===== config.mk =====
export PLATFORM = sky130hd
export DESIGN_NAME = hbi_top
export DESIGN_NICKNAME = d
export VERILOG_FILES = /design/src/rtl/hbi_pkg.sv /design/src/rtl/hbi_sync.sv /design/src/rtl/hbi_cfg.sv /design/src/rtl/hbi_decode.sv /design/src/rtl/hbi_top.sv
export SDC_FILE = /design/constraint.sdc
export NUM_CORES = 1
export LEC_CHECK = 0
export ABC_AREA = 0
export BUFFER_PORTS_ARGS = -buffer_cell sky130_fd_sc_hd__buf_2
export CORE_MARGIN = 4
export CORE_UTILIZATION = 58
export CTS_BUF_LIST = sky130_fd_sc_hd__clkbuf_4 sky130_fd_sc_hd__clkbuf_8
export DETAILED_ROUTE_END_ITERATION = 7
export HOLD_SLACK_MARGIN = 0.06
export PLACE_DENSITY = 0.87
export SYNTH_ARGS = -nofsm -noshare
export SYNTH_HDL_FRONTEND = slang
export SYNTH_HIERARCHICAL = 1
export SYNTH_SLANG_ARGS = --single-unit

===== constraint.sdc =====
create_clock -name clk -period 5.8 [get_ports clk]
set_clock_uncertainty 0.15 [all_clocks]
set_input_delay 1.74 -clock clk [delete_from_list [all_inputs] [get_ports clk]]
set_output_delay 1.74 -clock clk [all_outputs]
set_load 0.01 [all_outputs]

===== src/rtl/hbi_pkg.sv =====
package hbi_pkg;
  typedef struct packed {
    logic write;
    logic chan_a;
    logic data_sel;
    logic vec;
    logic dma;
  } req_flags_t;
endpackage


===== src/rtl/hbi_sync.sv =====
module hbi_sync #(
  parameter int W      = 4,
  parameter int STAGES = 2
) (
  input  logic         clk,
  input  logic         rst_n,
  input  logic [W-1:0] din,
  output logic [W-1:0] lvl,
  output logic [W-1:0] prv
);
  logic [STAGES:0][W-1:0] stg;

  always_ff @(posedge clk or negedge rst_n) begin
    if (!rst_n) begin
      stg <= '1;
    end else begin
      stg[0] <= din;
      for (int i = 1; i <= STAGES; i++) stg[i] <= stg[i-1];
    end
  end

  assign lvl = stg[STAGES-1];
  assign prv = stg[STAGES];
endmodule


===== src/rtl/hbi_cfg.sv =====
module hbi_cfg #(
  parameter int AD_W = 16,
  localparam int HALF = AD_W / 2
) (
  input  logic            clk,
  input  logic            rst_n,
  input  logic            start,
  input  logic            is_write,
  input  logic            as_low,
  input  logic            ab_sel,
  input  logic            ad_bit2,
  input  logic [HALF-1:0] ad_hi,
  output logic            cfg_done,
  output logic            mux_mode,
  output logic            bus8_sep,
  output logic            wait_pol
);
  logic as_seen_q, as_seen_d;
  logic done_d, mux_d, bus8_d, pol_d;
  logic take;

  assign take = start & is_write & ~cfg_done;

  always_comb begin
    as_seen_d = as_seen_q | (as_low & ~cfg_done);
    done_d    = cfg_done;
    mux_d     = mux_mode;
    bus8_d    = bus8_sep;
    pol_d     = wait_pol;
    if (take) begin
      done_d = 1'b1;
      mux_d  = as_seen_q | as_low;
      bus8_d = ~(as_seen_q | as_low) & ~ad_bit2 & ad_hi[HALF-1]
               & (ad_hi[HALF-2:0] == '0);
      pol_d  = ab_sel;
    end
  end

  always_ff @(posedge clk or negedge rst_n) begin
    if (!rst_n) begin
      as_seen_q <= 1'b0;
      cfg_done  <= 1'b0;
      mux_mode  <= 1'b0;
      bus8_sep  <= 1'b0;
      wait_pol  <= 1'b0;
    end else begin
      as_seen_q <= as_seen_d;
      cfg_done  <= done_d;
      mux_mode  <= mux_d;
      bus8_sep  <= bus8_d;
      wait_pol  <= pol_d;
    end
  end

  // once configured, the decisions are frozen
  p_cfg_frozen_r6: assert property (@(posedge clk) disable iff (!rst_n)
    cfg_done |=> (cfg_done && $stable(mux_mode) && $stable(bus8_sep) && $stable(wait_pol)));
endmodule


===== src/rtl/hbi_decode.sv =====
module hbi_decode
  import hbi_pkg::*;
#(
  parameter int AD_W = 16,
  localparam int HALF = AD_W / 2
) (
  input  logic            clk,
  input  logic            rst_n,
  input  logic            start,
  input  logic            is_write,
  input  logic            as_rise,
  input  logic            cfg_done,
  input  logic            mux_mode,
  input  logic            bus8_sep,
  input  logic            cs_n,
  input  logic            ab_sel,
  input  logic            dc_sel,
  input  logic            sitack_n,
  input  logic            dack_n,
  input  logic [AD_W-1:0] ad,
  output logic            req_valid,
  output req_flags_t      req_flags,
  output logic [HALF-1:0] req_addr,
  output logic [AD_W-1:0] req_wdata
);
  logic [HALF-1:0] lat_addr_q, lat_addr_d;
  logic            lat_cs_n_q, lat_cs_n_d;
  logic            cs_ok, vec, dma, take;
  req_flags_t      flags_d;
  logic [HALF-1:0] addr_d;
  logic [AD_W-1:0] wdata_d;

  always_comb begin
    lat_addr_d = as_rise ? ad[HALF-1:0] : lat_addr_q;
    lat_cs_n_d = as_rise ? cs_n : lat_cs_n_q;
    cs_ok      = mux_mode ? ~lat_cs_n_q : ~cs_n;
    vec        = ~sitack_n & ~is_write;
    dma        = ~dack_n;
    take       = start & cfg_done & (cs_ok | vec | dma);
    flags_d    = req_flags;
    addr_d     = req_addr;
    wdata_d    = req_wdata;
    if (take) begin
      flags_d = '{write: is_write, chan_a: ab_sel, data_sel: dc_sel, vec: vec, dma: dma};
      if (mux_mode)      addr_d = lat_addr_q;
      else if (bus8_sep) addr_d = ad[AD_W-1:HALF];
      else               addr_d = '0;
      wdata_d = bus8_sep ? {{HALF{1'b0}}, ad[HALF-1:0]} : ad;
    end
  end

  always_ff @(posedge clk or negedge rst_n) begin
    if (!rst_n) begin
      lat_addr_q <= '0;
      lat_cs_n_q <= 1'b1;
      req_valid  <= 1'b0;
      req_flags  <= '0;
      req_addr   <= '0;
      req_wdata  <= '0;
    end else begin
      lat_addr_q <= lat_addr_d;
      lat_cs_n_q <= lat_cs_n_d;
      req_valid  <= take;
      req_flags  <= flags_d;
      req_addr   <= addr_d;
      req_wdata  <= wdata_d;
    end
  end

  // one access gives a single-cycle pulse
  p_single_req_r11: assert property (@(posedge clk) disable iff (!rst_n)
    req_valid |=> !req_valid);
  // a vector fetch is always a read
  p_vec_read_r12: assert property (@(posedge clk) disable iff (!rst_n)
    (req_valid && req_flags.vec) |-> !req_flags.write);
  // nothing is issued before configuration
  p_no_req_unconfigured_r13: assert property (@(posedge clk) disable iff (!rst_n)
    !cfg_done |-> !req_valid);
endmodule


===== src/rtl/hbi_top.sv =====
module hbi_top
  import hbi_pkg::*;
#(
  parameter int AD_W        = 16,
  parameter int SYNC_STAGES = 2,
  localparam int HALF = AD_W / 2
) (
  input  logic            clk,
  input  logic            rst_n,
  input  logic            as_n,
  input  logic            ds_n,
  input  logic            rd_n,
  input  logic            wr_n,
  input  logic            rw,
  input  logic            cs_n,
  input  logic            ab_sel,
  input  logic            dc_sel,
  input  logic            sitack_n,
  input  logic            dack_n,
  input  logic [AD_W-1:0] ad,
  output logic            cfg_done,
  output logic            mux_mode,
  output logic            bus8_sep,
  output logic            wait_pol,
  output logic            waitrdy,
  output logic            req_valid,
  output logic            req_write,
  output logic            req_chan_a,
  output logic            req_data,
  output logic            req_vec,
  output logic            req_dma,
  output logic [HALF-1:0] req_addr,
  output logic [AD_W-1:0] req_wdata
);
  localparam int I_WR = 0;
  localparam int I_RD = 1;
  localparam int I_DS = 2;
  localparam int I_AS = 3;

  logic [3:0] stb_lvl, stb_prv;
  logic       act_now, act_prev, start, is_write, as_rise, as_low;
  req_flags_t flags;

  hbi_sync #(.W(4), .STAGES(SYNC_STAGES)) u_sync (
    .clk(clk), .rst_n(rst_n), .din({as_n, ds_n, rd_n, wr_n}),
    .lvl(stb_lvl), .prv(stb_prv));

  assign act_now  = ~(stb_lvl[I_DS] & stb_lvl[I_RD] & stb_lvl[I_WR]);
  assign act_prev = ~(stb_prv[I_DS] & stb_prv[I_RD] & stb_prv[I_WR]);
  assign start    = act_now & ~act_prev;
  assign is_write = ~stb_lvl[I_WR] | (~stb_lvl[I_DS] & ~rw);
  assign as_low   = ~stb_lvl[I_AS];
  assign as_rise  = stb_lvl[I_AS] & ~stb_prv[I_AS];

  hbi_cfg #(.AD_W(AD_W)) u_cfg (
    .clk(clk), .rst_n(rst_n), .start(start), .is_write(is_write),
    .as_low(as_low), .ab_sel(ab_sel), .ad_bit2(ad[2]), .ad_hi(ad[AD_W-1:HALF]),
    .cfg_done(cfg_done), .mux_mode(mux_mode), .bus8_sep(bus8_sep),
    .wait_pol(wait_pol));

  hbi_decode #(.AD_W(AD_W)) u_dec (
    .clk(clk), .rst_n(rst_n), .start(start), .is_write(is_write),
    .as_rise(as_rise), .cfg_done(cfg_done), .mux_mode(mux_mode),
    .bus8_sep(bus8_sep), .cs_n(cs_n), .ab_sel(ab_sel), .dc_sel(dc_sel),
    .sitack_n(sitack_n), .dack_n(dack_n), .ad(ad),
    .req_valid(req_valid), .req_flags(flags), .req_addr(req_addr),
    .req_wdata(req_wdata));

  assign req_write  = flags.write;
  assign req_chan_a = flags.chan_a;
  assign req_data   = flags.data_sel;
  assign req_vec    = flags.vec;
  assign req_dma    = flags.dma;
  assign waitrdy    = wait_pol ? req_valid : ~req_valid;

  // the configuring write is never forwarded
  p_cfg_no_req_r2: assert property (@(posedge clk) disable iff (!rst_n)
    $rose(cfg_done) |-> !req_valid);
endmodule


==> key figures, run 1 <==
Outcome
  – Run status: complete, no violations

Clock tree
  – Hold_buf cts: 0
  – Clock slew at reported path FFs: 90 ps
  – Library cell used as clock root buffer: sky130_fd_sc_hd__clkbuf_8
  – Clk buf depth: 2
  – Count of cells resized by post-cts repair: 0
  – Clock Latency Late Sink: 300 ps
  – Sinks on the clock net: 56
  – Clock tree from TritonCTS: done
  – Number of clock buffers inserted by TritonCTS: 5
  – Number of buffers inserted to repair setup after CTS: 0
  – Number of H-tree branching levels: 2

Setup path
  – CP Class: input pin to flop
  – CP Buf/Inv Count: 1
  – Cell breakdown of the critical path: buf_2, o21ai_0, or2_2, a31oi_4, mux2_2
  – Longest individual stage delay on the worst path: 820 ps
  – Largest driver fanout on the critical path: 30
  – Worst Reg-to-Reg Cells: 5
  – Worst reg2reg path startpoint: u_sync/prv[0]
  – Kind of capture point of the worst setup path: flop
  – Crit path launch: rw
  – Launching element type of the critical path: input pin
  – Critical register-to-register path endpoint: u_dec/req_wdata[3]
  – Worst Path Required: 5830 ps
  – Stages on the worst setup path: 5
  – Cell family contributing the most delay on the critical path: compound AO/OA/AOI/OAI gates
  – Flop-to-flop setup slack: 3070 ps
  – Worst setup endpoint: u_dec/req_wdata[3]
  – CP max-delay cell: sky130_fd_sc_hd__a31oi_4
  – Worst Path Arrival: 3650 ps

Global routing
  – Leftover overflow at the end of global routing: 0
  – Pin count of the biggest net entering global routing: 57
  – Wire length of the first global-routing pass: 6900 µm
  – Global-route total usage across every layer: 18.03%
  – Antenna violations before repair: 0
  – Via count of the first global-routing pass: 1425

Power and ir drop
  – Worst vdd rail ir drop: 0.0001820 V
  – Portion of total power attributed to combinational logic: 17.9%
  – Clk network pwr share: 25.7%
  – Net Switching: 220.2 µW
  – Lkg Pwr: 1.234 nW
  – Overall power of the completed layout: 852.3 µW
  – Switching portion of total power: 25.84%
  – Sequential share of power: 56.4%
  – Cell internal power dissipation: 632.1 µW
  – Power per cell area: 325.1 nW/µm²

Run
  – Max-cap violation count: 0

STA
  – # setup viols final: 0
  – Count of endpoints failing hold in the final timing report: 0
  – Highest clock frequency the design can meet: 0.2763 GHz
  – Pins over their slew limit: 0
  – Time the worst path needs with I/O delays and setup: 3619 ps
  – Actual transition at the worst max-transition pin: 976.7 ps
  – Final TNS setup: 0 ps
  – RSZ-0062 raised after global routing: no
  – Remaining max-slew budget at the tightest pin: 34.88%
  – Min setup slack post-route: 2181 ps
  – Final clock period utilization by the worst path: 62.40%

Finish
  – Footprint of the multi-input gates: 713.2 µm²
  – Inserted Diodes: 0
  – Core occupancy in the finished layout: 70.54%
  – Fraction of final layout cells with drive strength greater than 1: 56.34%
  – Number of filler cells placed in the layout: 274
  – Highest-count cells in the layout ignoring fill and taps: 62 x sky130_fd_sc_hd__buf_2, 43 x sky130_fd_sc_hd__dfrtp_1, 30 x sky130_fd_sc_hd__mux2_2
  – Final Net Count: 240
  – Sequential Area: 1418 µm²
  – Area of all placed cells without fillers: 2621 µm²
  – Area growth from synthesis to layout: 16.32%
  – Most common cell after layout, fill and taps aside: sky130_fd_sc_hd__buf_2

Route
  – Routed wire per std cell: 16.51 µm
  – Remaining routing DRC violations: 0
  – Post-DRT Antenna Nets: 0
  – Avg Vias per Cell: 5.471
  – Final wirelength: 4310 µm
  – Starting DRC count in detailed routing: 83
  – Total via count in the routed design: 1428
  – Router iterations before antenna repair: 4

Die
  – Core region area: 3716 µm²
  – Die span in x: 70.33 µm
  – Initial Utilization: 60.64%
  – DIE HEIGHT: 70.33 µm
  – Number of placement rows: 22
  – Die footprint: 4946 µm²
  – Io pins: 63

Yosys
  – Total number of yosys warnings: 6
  – FF+latch count, synth: 56
  – Post-synthesis net count: 184
  – Gate count after technology mapping: 156
  – Distinct cell type count of the synthesized netlist: 28
  – Area of the mapped netlist: 2253 µm²
  – Share of synthesized area occupied by flip-flops and latches: 62.91%
  – Average size of a mapped cell: 14.44 µm²

Place
  – Routability Congestion: 0.7681
  – Placement-stage worst setup slack: 1872 ps
  – Quantity of I/O buffers inserted on ports: 62
  – HPWL reported at the end of detailed placement: 3034 µm
  – Post-Place Cell Area: 2524 µm²

Min path
  – HP Class: flop to flop
power by group through the flow:
| stage | clock, mW | combinational (mW) | sequential (mW) |
|---|---|---|---|
| final | 0.219 | 0.153 | 0.480 |
| after detailed placement | 0 | 0.154 | 0.487 |
| after CTS | 0.224 | 0.155 | 0.481 |
| after floorplan | 0 | 0.0653 | 0.503 |
| after global placement | 0 | 0.150 | 0.485 |
| after global routing | 0.242 | 0.166 | 0.488 |
state kept, by name, summed over array words and instances, names as in the netlist:
signal / flops
u_cfg/as_seen_q: 1
u_cfg/bus8_sep: 1
u_cfg/cfg_done: 1
u_cfg/mux_mode: 1
u_cfg/wait_pol: 1
u_dec/lat_addr_q: 8
u_dec/lat_cs_n_q: 1
u_dec/req_addr: 8
u_dec/req_flags: 5
u_dec/req_valid: 1
u_dec/req_wdata: 16
u_sync/lvl: 4
u_sync/prv: 4
u_sync/stg: 4
routing by layer:
layer	vias up	routed length (µm)	track usage [%]
met3	13	295	4.892
met4	0	127	10.21
met2	60	1989	25.36
met1	697	1897	25.14
li1	658	-	-
met5	-	0	0
cells in the mapped netlist:
cell type	n	area share [%]
sky130_fd_sc_hd__nand4b_1	1	0.39
sky130_fd_sc_hd__nor4_1	1	0.28
sky130_fd_sc_hd__o22ai_1	2	0.56
sky130_fd_sc_hd__nand3b_4	1	0.89
sky130_fd_sc_hd__a31oi_1	1	0.28
sky130_fd_sc_hd__o21ai_0	4	0.89
sky130_fd_sc_hd__or4_1	1	0.33
sky130_fd_sc_hd__a221oi_1	6	2.3
sky130_fd_sc_hd__clkbuf_8	1	0.61
sky130_fd_sc_hd__inv_1	4	0.67
sky130_fd_sc_hd__buf_4	8	2.7
sky130_fd_sc_hd__buf_6	2	1.0
sky130_fd_sc_hd__dfstp_2	13	15
sky130_fd_sc_hd__nor2_1	2	0.33
sky130_fd_sc_hd__a21o_1	1	0.33
sky130_fd_sc_hd__mux2_2	30	15
sky130_fd_sc_hd__a2bb2oi_1	6	2.3
sky130_fd_sc_hd__mux2_4	2	1.3
sky130_fd_sc_hd__nor2b_1	9	2.5
sky130_fd_sc_hd__o21ai_1	1	0.22
sky130_fd_sc_hd__nand2_1	8	1.3
sky130_fd_sc_hd__xnor2_1	1	0.39
sky130_fd_sc_hd__nand2_2	1	0.28
sky130_fd_sc_hd__a31oi_4	1	0.94
sky130_fd_sc_hd__nand3_1	2	0.44
sky130_fd_sc_hd__clkbuf_1	3	0.50
sky130_fd_sc_hd__or2_2	1	0.28
sky130_fd_sc_hd__dfrtp_1	43	48
stage by stage:
step / hold slack (ps) / std cells
after floorplan: 195.2 / 156
final: 200.5 / 261
after CTS: 201.1 / 261
after global routing: 205.8 / 261
after global placement: 196.5 / 253
after detailed placement: 196.8 / 253
layout make-up:
type / instances / area share [%]
Clock inverter: 1 / 0.2864
Clock buffer: 7 / 3.437
Sequential cell: 56 / 54.08
Inverter: 4 / 0.5728
Timing Repair Buffer: 63 / 12.12
Multi-Input combinational cell: 82 / 27.21
Tap cell: 48 / 2.291
worst min-delay path by stage:
| stage | from | end | slack [ps] | depth (start not counted) |
|---|---|---|---|---|
| 6_report | u_sync/stg[2] | u_sync/lvl[2] | 200 | 0 |
| 5_1_grt | u_sync/stg[2] | u_sync/lvl[2] | 210 | 0 |
| 4_1_cts | u_sync/stg[2] | u_sync/lvl[2] | 200 | 0 |
| 3_5_place_dp | u_sync/stg[0] | u_sync/lvl[0] | 200 | 0 |
| 3_3_place_gp | u_sync/stg[2] | u_sync/lvl[2] | 200 | 0 |
| 2_1_floorplan | u_sync/stg[0] | u_sync/lvl[0] | 200 | 0 |
cells by family (layout without fill, tap and decap cells):
kind of cell | after synthesis | after routing | synth area share [%]
AOI/OAI and AO/OA | 22 | 22 | 7.884
xor gates and xnor gates | 1 | 1 | 0.3887
buffers and inverters | 18 | 75 | 5.441
DFF | 56 | 56 | 62.91
muxes | 32 | 32 | 16.32
and+or+nand+nor | 27 | 27 | 7.052
worst reg2reg max path, delay by kind of cell, from the launching register on:
| kind | cells | cell delay (ps) |
|---|---|---|
| flops | 1 | 520 |
| compound gates | 2 | 1190 |
| simple gates | 2 | 340 |
| mux | 1 | 420 |
Power figures use the tool's default switching activity.
==> run 2, diff against run 1 <==
- CORE_UTILIZATION: 58 -> 53
- PLACE_DENSITY: 0.87 -> 0.81
- clock period: 5.8 -> 3.76 ns (I/O delays scaled with it)
==> key figures, run 2 (synthesized netlist as in run 1, its figures left out) <==
Outcome
  – Run status: complete, no violations (unchanged)

STA
  – Time the worst path needs with I/O delays and setup: 2788 ps
  – Final TNS setup: 0 ps (unchanged)
  – Pins over their slew limit: 0 (unchanged)
  – RSZ-0062 raised after global routing: no (unchanged)
  – Remaining max-slew budget at the tightest pin: 28.70% (was 34.88%)
  – Highest clock frequency the design can meet: 0.3586 GHz
  – # setup viols final: 0 (unchanged)
  – Final clock period utilization by the worst path: 74.16%
  – Actual transition at the worst max-transition pin: 1069 ps (was 976.7 ps)
  – Worst hold slack after final layout: 202.2 ps (was 200.5 ps)
  – Count of endpoints failing hold in the final timing report: 0 (unchanged)

Run
  – Max-cap violation count: 0 (unchanged)

Global routing
  – Wire length of the first global-routing pass: 6824 µm (was 6900 µm)
  – Leftover overflow at the end of global routing: 0 (unchanged)
  – Global-route total usage across every layer: 16.79% (was 18.03%)
  – Pin count of the biggest net entering global routing: 52 (was 57)
  – Antenna violations before repair: 0 (unchanged)
  – Via count of the first global-routing pass: 1437 (was 1425)

Setup path
  – Longest individual stage delay on the worst path: 440 ps (was 820 ps)
  – Worst Path Arrival: 2820 ps (was 3650 ps)
  – Largest driver fanout on the critical path: 19 (was 30)
  – Worst Reg-to-Reg Cells: 6 (was 5)
  – Flop-to-flop setup slack: 1250 ps (was 3070 ps)
  – Launching element type of the critical path: input pin (unchanged)
  – Crit path launch: rw (unchanged)
  – Cell breakdown of the critical path: buf_2, o21ai_0, or2_2, a31oi_4, buf_12, mux2_2 (was buf_2, o21ai_0, or2_2, a31oi_4, mux2_2)
  – CP max-delay cell: sky130_fd_sc_hd__a31oi_4 (unchanged)
  – Worst Path Required: 3790 ps (was 5830 ps)
  – Critical register-to-register path endpoint: u_dec/req_addr[6] (was u_dec/req_wdata[3])
  – CP Buf/Inv Count: 2 (was 1)
  – Worst setup endpoint: u_dec/req_addr[6] (was u_dec/req_wdata[3])
  – Kind of capture point of the worst setup path: flop (unchanged)
  – CP Class: input pin to flop (unchanged)
  – Worst reg2reg path startpoint: u_sync/prv[0] (unchanged)
  – Cell family contributing the most delay on the critical path: compound AO/OA/AOI/OAI gates (unchanged)
  – Stages on the worst setup path: 6 (was 5)

Finish
  – Final Net Count: 241 (was 240)
  – Footprint of the multi-input gates: 713.2 µm² (unchanged)
  – Area growth from synthesis to layout: 17.32% (was 16.32%)
  – Area of all placed cells without fillers: 2644 µm² (was 2621 µm²)
  – Fraction of final layout cells with drive strength greater than 1: 56.54% (was 56.34%)
  – Registers with the most flip-flops: u_dec/req_wdata: 16 flops, u_dec/lat_addr_q: 8 flops, u_dec/req_addr: 8 flops (unchanged)
  – Sequential Area: 1418 µm² (unchanged)
  – Highest-count cells in the layout ignoring fill and taps: 62 x sky130_fd_sc_hd__buf_2, 43 x sky130_fd_sc_hd__dfrtp_1, 30 x sky130_fd_sc_hd__mux2_2 (unchanged)
  – Number of filler cells placed in the layout: 306 (was 274)
  – Inserted Diodes: 0 (unchanged)
  – Register with the highest flop count: u_dec/req_wdata (unchanged)
  – Flip-flop count of the largest register, all copies and words added: 16 (unchanged)
  – Most common cell after layout, fill and taps aside: sky130_fd_sc_hd__buf_2 (unchanged)

Clock tree
  – Sinks on the clock net: 56 (unchanged)
  – Count of cells resized by post-cts repair: 0 (unchanged)
  – Number of buffers inserted to repair setup after CTS: 0 (unchanged)
  – Hold_buf cts: 0 (unchanged)
  – Number of H-tree branching levels: 2 (unchanged)
  – Library cell used as clock root buffer: sky130_fd_sc_hd__clkbuf_8 (unchanged)
  – Clock tree from TritonCTS: done (unchanged)
  – Number of clock buffers inserted by TritonCTS: 5 (unchanged)
  – Clk buf depth: 2 (unchanged)
  – Clock slew at reported path FFs: 90 ps (about the same)
  – Clock Latency Late Sink: 300 ps (about the same)

Place
  – Routability Congestion: 0.7540 (was 0.7681)
  – Post-Place Cell Area: 2546 µm² (was 2524 µm²)
  – Quantity of I/O buffers inserted on ports: 62 (unchanged)

Power and ir drop
  – Overall power of the completed layout: 1.311 mW (was 852.3 µW)
  – Power per cell area: 495.8 nW/µm² (was 325.1 nW/µm²)
  – Worst vdd rail ir drop: 0.0003779 V (was 0.0001820 V)
  – Lkg Pwr: 1.247 nW (was 1.234 nW)

Route
  – Avg Vias per Cell: 5.352 (was 5.471)
  – Post-DRT Antenna Nets: 0 (unchanged)
  – Final wirelength: 4213 µm (was 4310 µm)
  – Remaining routing DRC violations: 0 (unchanged)
  – Routed wire per std cell: 15.96 µm (was 16.51 µm)
  – Starting DRC count in detailed routing: 89 (was 83)
  – Total via count in the routed design: 1413 (was 1428)
  – Router iterations before antenna repair: 4 (unchanged)

Min path
  – HP Class: flop to flop (unchanged)

Die
  – Io pins: 63 (unchanged)
  – DIE HEIGHT: 73.21 µm (was 70.33 µm)
  – Number of placement rows: 23 (was 22)
  – Initial Utilization: 55.53% (was 60.64%)
  – Core region area: 4058 µm² (was 3716 µm²)
  – Die footprint: 5359 µm² (was 4946 µm²)
  – Die span in x: 73.21 µm (was 70.33 µm)
run 2: metrics by stage:
stage	std cells	utilization (%)	worst slack (ps)
final	264	65.16	971.6
after global routing	264	65.16	904.3
after CTS	264	65.16	976.7
after detailed placement	256	62.75	659.6
after global placement	256	62.75	679.9
after floorplan	156	-	1108
run 2: how the worst min path moves through the flow:
stage / startpoint / end / slack (ps) / depth (start not counted)
floorplan: u_sync/stg[0] / u_sync/lvl[0] / 200 / 0
global placement: u_sync/stg[1] / u_sync/lvl[1] / 200 / 0
detailed placement: u_sync/stg[0] / u_sync/lvl[0] / 200 / 0
CTS: u_sync/stg[0] / u_sync/lvl[0] / 210 / 0
global route: u_sync/stg[3] / u_sync/lvl[3] / 210 / 0
finish: u_sync/stg[0] / u_sync/lvl[0] / 200 / 0
run 2: power breakdown:
part / switching, mW / total [mW] / internal [mW]
Sequential: 0.0450 / 0.740 / 0.694
Combinational: 0.112 / 0.237 / 0.124
Clock: 0.169 / 0.334 / 0.165
Total: 0.327 / 1.31 / 0.984
run 2: area by class of cell:
cell class,instances,area share (%)
sequential,56,53.62
clock buffer,8,3.691
inverter,4,0.5679
multi-input combinational,82,26.98
timing repair buffer,64,12.78
tap,50,2.366
run 2: routing by layer:
layer	up-vias	share of wire, %	routed length, µm	GRT usage (%)
met4	0	1.3	56	6.148
li1	658	-	-	-
met5	-	0	0	0
met2	54	48	2038	25.72
met3	7	6.9	291	5.234
met1	694	43	1826	22.53
run 2: worst register-to-register path, delay by kind of cell, from the launching register on:
| family | cells | cell delay, ps |
|---|---|---|
| AOI/OAI and AO/OA | 2 | 820 |
| DFF | 1 | 520 |
| muxes | 1 | 350 |
| and+or+nand+nor | 2 | 320 |
| buffers and inverters | 1 | 230 |
